===== src/rtl/fe_pkg.sv =====
package fe_pkg;
   // Register word indices (byte offset / 4); the word order is decoded by software.
   localparam int unsigned IDX_ARR   = 0;
   localparam int unsigned IDX_CELL  = 1;
   localparam int unsigned IDX_CFG   = 2;
   localparam int unsigned IDX_VEC   = 3;
   localparam int unsigned IDX_MASK  = 4;
   localparam int unsigned IDX_TRAM  = 5;
   localparam int unsigned IDX_WORDS = 6;   // first packed result word
endpackage


===== src/rtl/fe_ptrs.sv =====
module fe_ptrs
   import fe_pkg::*;
#(
   parameter int ARR_W   = 3,
   parameter int CELL_W  = 6,
   parameter int N_CELLS = 40,
   parameter int VEC_W   = 8,
   parameter int OUT_W   = 8,
   parameter int CFG_W   = 20,
   parameter int IDX_W   = 4
) (
   input  logic              clk,
   input  logic              rst_n,
   input  logic              wr_en,
   input  logic [IDX_W-1:0]  widx,
   input  logic [CFG_W-1:0]  wdata,
   output logic [ARR_W-1:0]  arr_num,
   output logic [CELL_W-1:0] cell_num,
   output logic [VEC_W-1:0]  vec,
   output logic [OUT_W-1:0]  mask,
   output logic              tram_we,
   output logic              cfg_stb,
   output logic [ARR_W-1:0]  cfg_arr,
   output logic [CELL_W-1:0] cfg_cell,
   output logic [CFG_W-1:0]  cfg_data
);
   localparam logic [CELL_W-1:0] LAST_CELL = CELL_W'(N_CELLS - 1);

   logic hit_arr, hit_cell, hit_cfg, hit_vec, hit_mask, hit_tram;
   logic [CELL_W-1:0] cell_next;

   assign hit_arr  = wr_en && (widx == IDX_W'(IDX_ARR));
   assign hit_cell = wr_en && (widx == IDX_W'(IDX_CELL));
   assign hit_cfg  = wr_en && (widx == IDX_W'(IDX_CFG));
   assign hit_vec  = wr_en && (widx == IDX_W'(IDX_VEC));
   assign hit_mask = wr_en && (widx == IDX_W'(IDX_MASK));
   assign hit_tram = wr_en && (widx == IDX_W'(IDX_TRAM));
   assign tram_we  = hit_tram;

   assign cell_next = (cell_num >= LAST_CELL) ? '0 : cell_num + 1'b1;

   always_ff @(posedge clk or negedge rst_n) begin
      if (!rst_n) begin
         arr_num  <= '0;
         cell_num <= '0;
         vec      <= '0;
         mask     <= '0;
         cfg_stb  <= 1'b0;
         cfg_arr  <= '0;
         cfg_cell <= '0;
         cfg_data <= '0;
      end else begin
         if (hit_arr)  arr_num <= wdata[ARR_W-1:0];
         if (hit_cell)     cell_num <= wdata[CELL_W-1:0];
         else if (hit_cfg) cell_num <= cell_next;
         if (hit_vec)       vec <= wdata[VEC_W-1:0];
         else if (hit_tram) vec <= vec + 1'b1;
         if (hit_mask) mask <= wdata[OUT_W-1:0];
         cfg_stb <= hit_cfg;
         if (hit_cfg) begin
            cfg_arr  <= arr_num;
            cfg_cell <= cell_num;
            cfg_data <= wdata;
         end
      end
   end
endmodule


===== src/rtl/fe_tram.sv =====
module fe_tram #(
   parameter int VEC_W          = 8,
   parameter int OUT_W          = 8,
   parameter bit CLEAR_ON_RESET = 1'b1
) (
   input  logic             clk,
   input  logic             rst_n,
   input  logic             we,
   input  logic [VEC_W-1:0] addr,
   input  logic [OUT_W-1:0] wdata,
   output logic [OUT_W-1:0] q
);
   localparam int DEPTH = 1 << VEC_W;

   logic [OUT_W-1:0] mem [DEPTH];

   generate
      if (CLEAR_ON_RESET) begin : g_clear
         always_ff @(posedge clk or negedge rst_n) begin
            if (!rst_n) begin
               for (int i = 0; i < DEPTH; i++) mem[i] <= '0;
            end else if (we) begin
               mem[addr] <= wdata;
            end
         end
      end else begin : g_keep
         logic unused_rst;
         assign unused_rst = rst_n;
         always_ff @(posedge clk) begin
            if (we) mem[addr] <= wdata;
         end
      end
   endgenerate

   assign q = mem[addr];
endmodule


===== src/rtl/fe_match.sv =====
module fe_match #(
   parameter int N_ARR = 8,
   parameter int OUT_W = 8
) (
   input  logic [N_ARR*OUT_W-1:0] arr_in,
   input  logic [OUT_W-1:0]       target,
   input  logic [OUT_W-1:0]       mask,
   output logic [N_ARR*OUT_W-1:0] match
);
   for (genvar g = 0; g < N_ARR; g++) begin : g_arr
      assign match[g*OUT_W +: OUT_W] = mask & ~(target ^ arr_in[g*OUT_W +: OUT_W]);
   end
endmodule


===== src/rtl/fe_rdmux.sv =====
module fe_rdmux
   import fe_pkg::*;
#(
   parameter int N_ARR  = 8,
   parameter int OUT_W  = 8,
   parameter int DATA_W = 32,
   parameter int ARR_W  = 3,
   parameter int CELL_W = 6,
   parameter int VEC_W  = 8,
   parameter int IDX_W  = 4
) (
   input  logic                   clk,
   input  logic                   rst_n,
   input  logic                   rd_en,
   input  logic [IDX_W-1:0]       ridx,
   input  logic [ARR_W-1:0]       arr_num,
   input  logic [CELL_W-1:0]      cell_num,
   input  logic [VEC_W-1:0]       vec,
   input  logic [OUT_W-1:0]       mask,
   input  logic [OUT_W-1:0]       tram_q,
   input  logic [N_ARR*OUT_W-1:0] arr_in,
   input  logic [N_ARR*OUT_W-1:0] match,
   output logic [DATA_W-1:0]      rdata,
   output logic                   rvalid
);
   localparam int PER_WORD = DATA_W / OUT_W;
   localparam int N_WORDS  = N_ARR / PER_WORD;

   logic [DATA_W-1:0] sel;

   always_comb begin
      sel = '0;
      case (ridx)
         IDX_W'(IDX_ARR):  sel = DATA_W'(arr_num);
         IDX_W'(IDX_CELL): sel = DATA_W'(cell_num);
         IDX_W'(IDX_VEC):  sel = DATA_W'(vec);
         IDX_W'(IDX_MASK): sel = DATA_W'(mask);
         IDX_W'(IDX_TRAM): sel = DATA_W'(tram_q);
         default:          sel = '0;
      endcase
      for (int k = 0; k < N_WORDS; k++) begin
         if (ridx == IDX_W'(IDX_WORDS + k))
            sel = arr_in[k*DATA_W +: DATA_W];
         if (ridx == IDX_W'(IDX_WORDS + N_WORDS + k))
            sel = match[k*DATA_W +: DATA_W];
      end
   end

   always_ff @(posedge clk or negedge rst_n) begin
      if (!rst_n) begin
         rdata  <= '0;
         rvalid <= 1'b0;
      end else begin
         rvalid <= rd_en;
         rdata  <= rd_en ? sel : '0;
      end
   end
endmodule


===== src/rtl/fiteval_ctrl.sv =====
module fiteval_ctrl
   import fe_pkg::*;
#(
   parameter int N_ARR      = 8,
   parameter int OUT_W      = 8,
   parameter int DATA_W     = 32,
   parameter int ADDR_W     = 6,
   parameter int N_CELLS    = 40,
   parameter int CELL_W     = 6,
   parameter int CFG_W      = 20,
   parameter int VEC_W      = 8,
   parameter bit TRAM_CLEAR = 1'b1,
   localparam int ARR_W     = $clog2(N_ARR)
) (
   input  logic                   clk,
   input  logic                   rst_n,
   input  logic                   bus_wr_en,
   input  logic                   bus_rd_en,
   input  logic [ADDR_W-1:0]      bus_addr,
   input  logic [DATA_W-1:0]      bus_wdata,
   output logic [DATA_W-1:0]      bus_rdata,
   output logic                   bus_rvalid,
   output logic                   cfg_stb,
   output logic [ARR_W-1:0]       cfg_arr,
   output logic [CELL_W-1:0]      cfg_cell,
   output logic [CFG_W-1:0]       cfg_data,
   output logic [VEC_W-1:0]       vec_out,
   input  logic [N_ARR*OUT_W-1:0] arr_in
);
   localparam int IDX_W    = ADDR_W - 2;
   localparam int PER_WORD = DATA_W / OUT_W;
   localparam int N_WORDS  = N_ARR / PER_WORD;

   // elaboration-time parameter checks
   if (DATA_W % OUT_W != 0) begin : g_chk_lane
      $error("DATA_W must hold a whole number of array bytes");
   end
   if (N_ARR % PER_WORD != 0) begin : g_chk_pack
      $error("N_ARR must fill whole read words");
   end
   if ((1 << CELL_W) < N_CELLS) begin : g_chk_cell
      $error("CELL_W too narrow for N_CELLS");
   end
   if (CFG_W < VEC_W || CFG_W < OUT_W || CFG_W < CELL_W || CFG_W < ARR_W || CFG_W >= DATA_W) begin : g_chk_cfg
      $error("CFG_W must cover every register field and stay below DATA_W");
   end
   if ((1 << IDX_W) < IDX_WORDS + 2 * N_WORDS) begin : g_chk_map
      $error("ADDR_W too narrow for the register map");
   end

   logic [IDX_W-1:0]       widx;
   logic [ARR_W-1:0]       arr_num;
   logic [CELL_W-1:0]      cell_num;
   logic [OUT_W-1:0]       mask;
   logic                   tram_we;
   logic [OUT_W-1:0]       tram_q;
   logic [N_ARR*OUT_W-1:0] match;
   logic                   unused_bits;

   assign widx        = bus_addr[ADDR_W-1:2];
   assign unused_bits = ^{bus_addr[1:0], bus_wdata[DATA_W-1:CFG_W]};

   fe_ptrs #(
      .ARR_W(ARR_W), .CELL_W(CELL_W), .N_CELLS(N_CELLS), .VEC_W(VEC_W),
      .OUT_W(OUT_W), .CFG_W(CFG_W), .IDX_W(IDX_W)
   ) u_ptrs (
      .clk(clk), .rst_n(rst_n), .wr_en(bus_wr_en), .widx(widx),
      .wdata(bus_wdata[CFG_W-1:0]),
      .arr_num(arr_num), .cell_num(cell_num), .vec(vec_out), .mask(mask),
      .tram_we(tram_we), .cfg_stb(cfg_stb), .cfg_arr(cfg_arr),
      .cfg_cell(cfg_cell), .cfg_data(cfg_data)
   );

   fe_tram #(.VEC_W(VEC_W), .OUT_W(OUT_W), .CLEAR_ON_RESET(TRAM_CLEAR)) u_tram (
      .clk(clk), .rst_n(rst_n), .we(tram_we), .addr(vec_out),
      .wdata(bus_wdata[OUT_W-1:0]), .q(tram_q)
   );

   fe_match #(.N_ARR(N_ARR), .OUT_W(OUT_W)) u_match (
      .arr_in(arr_in), .target(tram_q), .mask(mask), .match(match)
   );

   fe_rdmux #(
      .N_ARR(N_ARR), .OUT_W(OUT_W), .DATA_W(DATA_W), .ARR_W(ARR_W),
      .CELL_W(CELL_W), .VEC_W(VEC_W), .IDX_W(IDX_W)
   ) u_rdmux (
      .clk(clk), .rst_n(rst_n), .rd_en(bus_rd_en), .ridx(widx),
      .arr_num(arr_num), .cell_num(cell_num), .vec(vec_out), .mask(mask),
      .tram_q(tram_q), .arr_in(arr_in), .match(match),
      .rdata(bus_rdata), .rvalid(bus_rvalid)
   );
endmodule


===== config.mk =====
export PLATFORM = sky130hd
export DESIGN_NAME = fiteval_ctrl
export DESIGN_NICKNAME = d
export VERILOG_FILES = /design/src/rtl/fe_pkg.sv /design/src/rtl/fe_ptrs.sv /design/src/rtl/fe_tram.sv /design/src/rtl/fe_match.sv /design/src/rtl/fe_rdmux.sv /design/src/rtl/fiteval_ctrl.sv
export SDC_FILE = /design/constraint.sdc
export NUM_CORES = 2
export LEC_CHECK = 0
export BUFFER_PORTS_ARGS = -buffer_cell sky130_fd_sc_hd__buf_2
export CORE_MARGIN = 2
export CORE_UTILIZATION = 45
export CTS_BUF_LIST = sky130_fd_sc_hd__clkbuf_4 sky130_fd_sc_hd__clkbuf_8
export DETAILED_ROUTE_END_ITERATION = 7
export SLEW_MARGIN = 10
export SYNTH_ARGS = -nofsm -noshare
export SYNTH_HDL_FRONTEND = slang
export SYNTH_SLANG_ARGS = --single-unit

===== constraint.sdc =====
create_clock -name clk -period 7.7 [get_ports clk]
set_input_delay 0.77 -clock clk [delete_from_list [all_inputs] [get_ports clk]]
set_output_delay 0.77 -clock clk [all_outputs]
set_load 0.02 [all_outputs]

Yosys cells after proc, flatten, opt, wreduce, memory -nomap -nowiden --
Cells that the tools add are included.
Storage, ports and cells: flip-flop bits (word level) 2136, latch bits 0, bits in writable memories 0, memory bits (read-only) 0, bits of input ports 106, output and inout port bits 71, memories kept 0
Operators by class: $add $sub $neg 2, multipliers 0, div/mod/pow operators 0, order comparisons 3, equal/unequal tests 9, shifts and indexed selects 0, multiplexer cells 17, bitwise operators 25, reductions and logical operators 10
Operator list (number):
- bitwise mux 2048 bit | 1
- 2-to-1 mux 32 bit | 5
- AND 8 bit | 8
- binary-select mux 8 bit (select 8 bit) | 1
- demux 8 bit (select 8 bit) | 1
- NOT 8 bit | 8
- bitwise XOR 8 bit | 8
- 2-to-1 mux 8 bit | 5
- case mux 8 bit (5 select lines) | 1
- 2-to-1 mux 6 bit | 3
- equality test 4 x 3 -> 1 bit (second input constant) | 4
- greater-or-equal comparator 9 bit (second input constant) | 1
- less-than comparator 9 x 1 -> 1 bit (second input constant) | 1
- NOT 8 -> 9 bit | 1
- adder 8 x 1 -> 8 bit (second input constant) | 1
- equality test 4 x 2 -> 1 bit (second input constant) | 2
- equality test 4 bit (second input constant) | 2
- logical AND 1 bit | 7
- adder 6 x 1 -> 6 bit (second input constant) | 1
- greater-or-equal comparator 6 bit (second input constant) | 1
- equality test 4 x 1 -> 1 bit (second input constant) | 1
- zero test 4 bit | 1
- nonzero test 2 bit | 2

Longest topological paths before layout --
depth after elaboration 11, depth in mapped cells 15, depth with buffers taken out 9

By module --
A second synthesis with hierarchy kept.
Second synthesis, totals: cell total of the unflattened synthesis 6481, area, all modules 98522.0 µm²
By module, submodules not included:
- fe_tram | instances 1, cells an instance 5832, area an instance 92711.4 µm², sequential area each 51249.2 µm²
- fe_ptrs | instances 1, cells an instance 244, area an instance 2459.9 µm², sequential area each 1376.3 µm²
- fe_rdmux | instances 1, cells an instance 269, area an instance 2299.7 µm², sequential area each 825.8 µm²
- fe_match | instances 1, cells an instance 136, area an instance 1051.0 µm², sequential area each 0.0 µm²

Worst setup path after synthesis --
Ideal clock, no wire load.
path type flip-flop to flip-flop, start register u_ptrs.vec[1], end register u_rdmux.rdata[11], library setup time 0.126 ns, arrival 3.135 ns, required time 7.574 ns, slack 4.439 ns, cell stages (with the launch flop) 13, path buffers 3, period minus slack after synthesis 3.261 ns, cell sequence dfrtp_1 > buf_4 > buf_4 > clkbuf_1 > mux4_2 > mux2i_1 > o22ai_1 > or4_1 > a31oi_1 > mux2i_1 > nand3_1 > nand2_1 > a221o_1
On the way: word-level cells in the longest chain between the ends 11, elaborated cells between the ends (all ways) 14, those cells by class mux (7); bitwise (7)
Ends and longest elaborated chain:
- from (decl) | RTL line fe_ptrs.sv:19 | output logic [VEC_W-1:0] vec,
- from (signal assigned) | RTL line fe_ptrs.sv:56 | if (hit_vec) vec <= wdata[VEC_W-1:0];
- from (signal assigned) | RTL line fe_ptrs.sv:57 | else if (hit_tram) vec <= vec + 1'b1;
- NOT 8 -> 9 bit (not written as such) * | RTL line fe_tram.sv:35 | assign q = mem[addr];
- binary-select mux 8 bit (select 8 bit) * | RTL line fe_tram.sv:35
- 2-to-1 mux 8 bit (not written as such) * (2 in a row) | RTL line fe_tram.sv:35
- bitwise XOR 8 bit | RTL line fe_match.sv:11 | assign match[g*OUT_W +: OUT_W] = mask & ~(target ^ arr_in[g*OUT_W +: OUT_W]);
- NOT 8 bit | RTL line fe_match.sv:11
- AND 8 bit | RTL line fe_match.sv:11
- 2-to-1 mux 32 bit | RTL line fe_rdmux.sv:44 | if (ridx == IDX_W'(IDX_WORDS + N_WORDS + k))
- 2-to-1 mux 32 bit | RTL line fe_rdmux.sv:42 | if (ridx == IDX_W'(IDX_WORDS + k))
- 2-to-1 mux 32 bit * | RTL line fe_rdmux.sv:44
- 2-to-1 mux 32 bit * | RTL line fe_rdmux.sv:55 | rdata <= rd_en ? sel : '0;
- to (signal assigned) | RTL line fe_rdmux.sv:55
- to (decl) | RTL line fe_rdmux.sv:23 | output logic [DATA_W-1:0] rdata,
Mark *: on every way between the ends. The rest lies on a longest branch, timed or not. The select of a mux whose other input is x is not followed. A chain may end at the register's enable or synchronous reset.

Worst setup path after layout --
start register u_ptrs.vec[3], end register u_rdmux.rdata[26]
The elaborated chain is that of the path after synthesis.

==> results.py <==
metrics = {
    "placement": {
        "numPortBuffers": 162,
        "dpl.hpwl_um": 176000,
        "finalWeightedCongestion": 0.847,
    },
    "route": {
        "wl_um": 281000,
        "detail_route.vias_per_cell": 5.98,
        "drt-wirelength-per-cell_um": 27.6,
        "dr_total_vias": 60827,
        "detail-route-antenna-nets": 0,
        "dr.first_iter.drc_count": 4724,
        "remaining_drc_errors": 0,
        "detailedRoute.firstPassIterationCount": 5,
    },
    "finish": {
        "post_route_cells_drive_above_1_share_pct": 46.7,
        "area_growth_pct": 11.9,
        "layout.core_utilization_pct": 50.5,
        "num-nets-final": 7137,
    },
    "grt": {
        "grt_pass1_wl_um": 421000,
        "grt_antenna_before_repair": 12,
        "maximum_number_of_pins_on_one_net_before_global_route_repair": 179,
        "groute.usage.overall_pct": 25.1,
        "grt_overflow": 0,
        "grt_pass1_vias": 63738,
    },
    "floorplan": {
        "core_um2": 219000,
        "std_cell_rows": 172,
        "boundaryPins": 177,
        "die_area_um2": 223000,
        "die_x_um": 473,
        "floorplan.die.height_um": 473,
        "initial_util_pct": 45.1,
    },
    "sta": {
        "period_needed_ns": 6.65,
        "timing.hold.ws_ns": 0.0794,
        "setup_total_negative_slack_ns": 0,
        "grt_setup_unrepaired": "no",
        "worst-slew-pin-transition_ns": 1.26,
        "maxSlewViolCount": 0,
        "slew_headroom_pct": 15.6,
        "setup-violations-final": 0,
        "hold_viol": 0,
        "clock-skew-final_ns": 0.105,
        "max_freq_mhz": 150,
        "layout_worst_path_cycle_share_pct": 86.3,
    },
    "power_and_ir_drop": {
        "power.total_mw": 27.5,
        "p_leak_nw": 53.1,
        "cellPowerDensity_nw_per_um2": 248,
        "peakVddDrop_mv": 0.225,
    },
    "hold_path": {
        "hp-class": "input port to flip-flop",
        "timing.hold.worst_path_depth": 3,
    },
    "logic_synthesis": {
        "netlist_area_um2": 98900,
        "synth_mux_area_share_pct": 36.0,
        "dominant_combinational_cell_family_by_area_after_synthesis": "multiplexers",
        "ys_ff_latch": 2136,
        "synth_cells": 6825,
        "post_synth.cell_area_avg_um2": 14.5,
        "synth.lib_cells_used.distinct": 80,
        "yosys.area_share.xor_xnor_pct": 0.213,
        "synth-simple-area-share_pct": 3.46,
        "synth_area_in_compound_gates_pct": 3.56,
        "synth.yosys.seq_area_share_pct": 54.1,
        "yosys.area_share.adder_pct": 0.0633,
        "synth_async_sr_flop_share_pct": 100,
        "synthesis.nets": 6936,
        "synth_ff_type": "sky130_fd_sc_hd__dfrtp_1",
        "synth-edff-count": 0,
        "yosys_warnings": 0,
    },
    "clock_tree": {
        "htree_num_levels": 5,
        "cts_num_sinks": 2136,
        "tritoncts": "built",
        "clockBufferDepth": 4,
        "cts.clk_slew.worst_paths_ns": 0.06,
        "numCtsBuffers": 380,
        "cts_setup_buffers": 0,
        "clock_tree.root_cell": "sky130_fd_sc_hd__clkbuf_8",
        "clk_latency_ns": 1.10,
    },
    "worst_setup_path": {
        "cp_data_arrival_time_ns": 7.61,
        "r2r_cells": 10,
        "worst_path_required_ns": 8.67,
        "worst-setup-path-type": "flip-flop to flip-flop",
        "worstPathMaxFanout": 32,
        "start_kind": "flip-flop",
        "critical_path.endpoint_type": "flip-flop",
    },
    "status": {
        "status": "complete, no violations",
    },
    "flow_run": {
        "max_cap_violations": 0,
    },
}
==> report_power, final <==
| part | leakage (nW) | internal (mW) | switching (mW) |
|---|---|---|---|
| registers | 29.7 | 11.4 | 0.273 |
| logic | 19.1 | 1.50 | 3.25 |
| clock network | 4.27 | 6.35 | 4.68 |
| total | 53.1 | 19.3 | 8.20 |
==> metrics by stage <==
step                setup slack (ns)  area [µm²]  std cells
floorplan                       4.44       98900       6825
global placement                2.24      102000       9456
detailed placement              2.19      102000       9456
CTS                             1.43      111000      10170
global route                    1.20      111000      10172
finish                          1.05      111000      10175
==> cell families after synthesis <==
family	count (synthesis)
xor gates and xnor gates	24
muxes	2864
and+or+nand+nor	767
adders and majority gates	5
AOI/OAI and AO/OA	496
DFF	2136
buffers and inverters	533
==> Yosys cell counts (21+ instances only) <==
| cell type | number | share of area [%] |
|---|---|---|
| sky130_fd_sc_hd__nand4_1 | 24 | 0.15 |
| sky130_fd_sc_hd__clkbuf_1 | 362 | 1.4 |
| sky130_fd_sc_hd__a22oi_1 | 133 | 1.0 |
| sky130_fd_sc_hd__buf_2 | 45 | 0.23 |
| sky130_fd_sc_hd__a21oi_1 | 44 | 0.22 |
| sky130_fd_sc_hd__dfrtp_1 | 2136 | 54 |
| sky130_fd_sc_hd__nor2_1 | 265 | 1.0 |
| sky130_fd_sc_hd__a221oi_1 | 21 | 0.19 |
| sky130_fd_sc_hd__nand2_1 | 283 | 1.1 |
| sky130_fd_sc_hd__a31oi_1 | 42 | 0.27 |
| sky130_fd_sc_hd__mux2i_1 | 440 | 4.5 |
| sky130_fd_sc_hd__nand3_1 | 60 | 0.30 |
| sky130_fd_sc_hd__o22ai_1 | 68 | 0.43 |
| sky130_fd_sc_hd__mux4_2 | 349 | 8.0 |
| sky130_fd_sc_hd__mux2_2 | 2072 | 24 |
| sky130_fd_sc_hd__buf_4 | 66 | 0.50 |
| sky130_fd_sc_hd__nor3_1 | 21 | 0.11 |
| sky130_fd_sc_hd__buf_6 | 31 | 0.35 |
| sky130_fd_sc_hd__o21ai_0 | 57 | 0.29 |
==> layer usage <==
layer | track usage [%] | part of all wire [%] | up-vias
li1 | - | - | 25678
met1 | 33.9 | 43 | 32755
met2 | 40.0 | 47 | 1857
met3 | 5.08 | 6.0 | 531
met4 | 9.60 | 3.9 | 6
met5 | 0 | 0.013 | -
==> sequential cells by signal (all words and copies together), names as in the netlist <==
register and count:
u_ptrs.arr_num 3, u_ptrs.cell_num 6, u_ptrs.cfg_arr 3, u_ptrs.cfg_cell 6, u_ptrs.cfg_data 20, u_ptrs.cfg_stb 1, u_ptrs.mask 8, u_ptrs.vec 8
u_rdmux.rdata 32, u_rdmux.rvalid 1, u_tram.mem 2048
==> timing repair <==
| item | CTS | global route |
|---|---|---|
| endpoints found under the hold margin | 161 | 0 |
| resized for setup | 0 | 0 |
| hold buffers | 59 | 0 |
==> worst max-delay path, stage by stage (launching register included) <==
cell and delay [ns]:
sky130_fd_sc_hd__dfrtp_2 0.60, sky130_fd_sc_hd__buf_4 0.56, sky130_fd_sc_hd__nand4b_1 1.00, sky130_fd_sc_hd__o21ai_0 1.14
sky130_fd_sc_hd__a211oi_1 0.29, sky130_fd_sc_hd__a211oi_2 0.91, sky130_fd_sc_hd__nand2_2 0.38, sky130_fd_sc_hd__a221oi_1 0.40
sky130_fd_sc_hd__dlygate4sd3_1 0.61, sky130_fd_sc_hd__o22ai_1 0.07, sky130_fd_sc_hd__dlygate4sd3_1 0.55
==> layout by cell type (no fill, tap or decap), drive strengths merged, types with 11 or more instances in the layout <==
master and count:
nand4 26, nor2 265, nor3 21, o22ai 68
clkinv 26, inv 15, nor2b 16, mux2i 441
nand3 61, clkbuf 622, a221oi 21, buf 280
dlygate4sd3 59, a21oi 44, and2 22, dfrtp 2136
a211oi 20, mux4 349, a221o 11, mux2 2074
nand2 285, a31oi 44, o21ai 60, xnor2 19
a22o 20, and3 20, or4 11, a22oi 133
==> final cells by class <==
cell class	instances	area [µm²]
Antenna cell	5	12.5
Clock buffer	622	7730
Clock inverter	33	236
Fill cell	18662	108000
Inverter	13	53.8
Multi-Input combinational cell	4156	42900
Sequential cell	2136	53500
Tap cell	2871	3590
Timing Repair Buffer	339	2630
==> path summary, 6_finish.rpt <==
kind                                                 from                             end  slack [ns]
max                             u_ptrs.vec[3]$_DFFE_PN0P_     u_rdmux.rdata[26]$_DFF_PN0_        1.05
min                                          bus_wdata[4]  u_ptrs.cfg_data[4]$_DFFE_PN0P_        0.08
max reg2reg                     u_ptrs.vec[3]$_DFFE_PN0P_     u_rdmux.rdata[26]$_DFF_PN0_        1.05
min reg2reg                u_ptrs.cfg_cell[1]$_DFFE_PN0P_  u_ptrs.cfg_cell[1]$_DFFE_PN0P_        0.47
max in group asynchronous                           rst_n      u_tram.mem[12]$_DFFE_PN0P_        5.26
min in group asynchronous                           rst_n     u_tram.mem[473]$_DFFE_PN0P_        0.27
No activity file was read; power rests on OpenSTA's default activity.
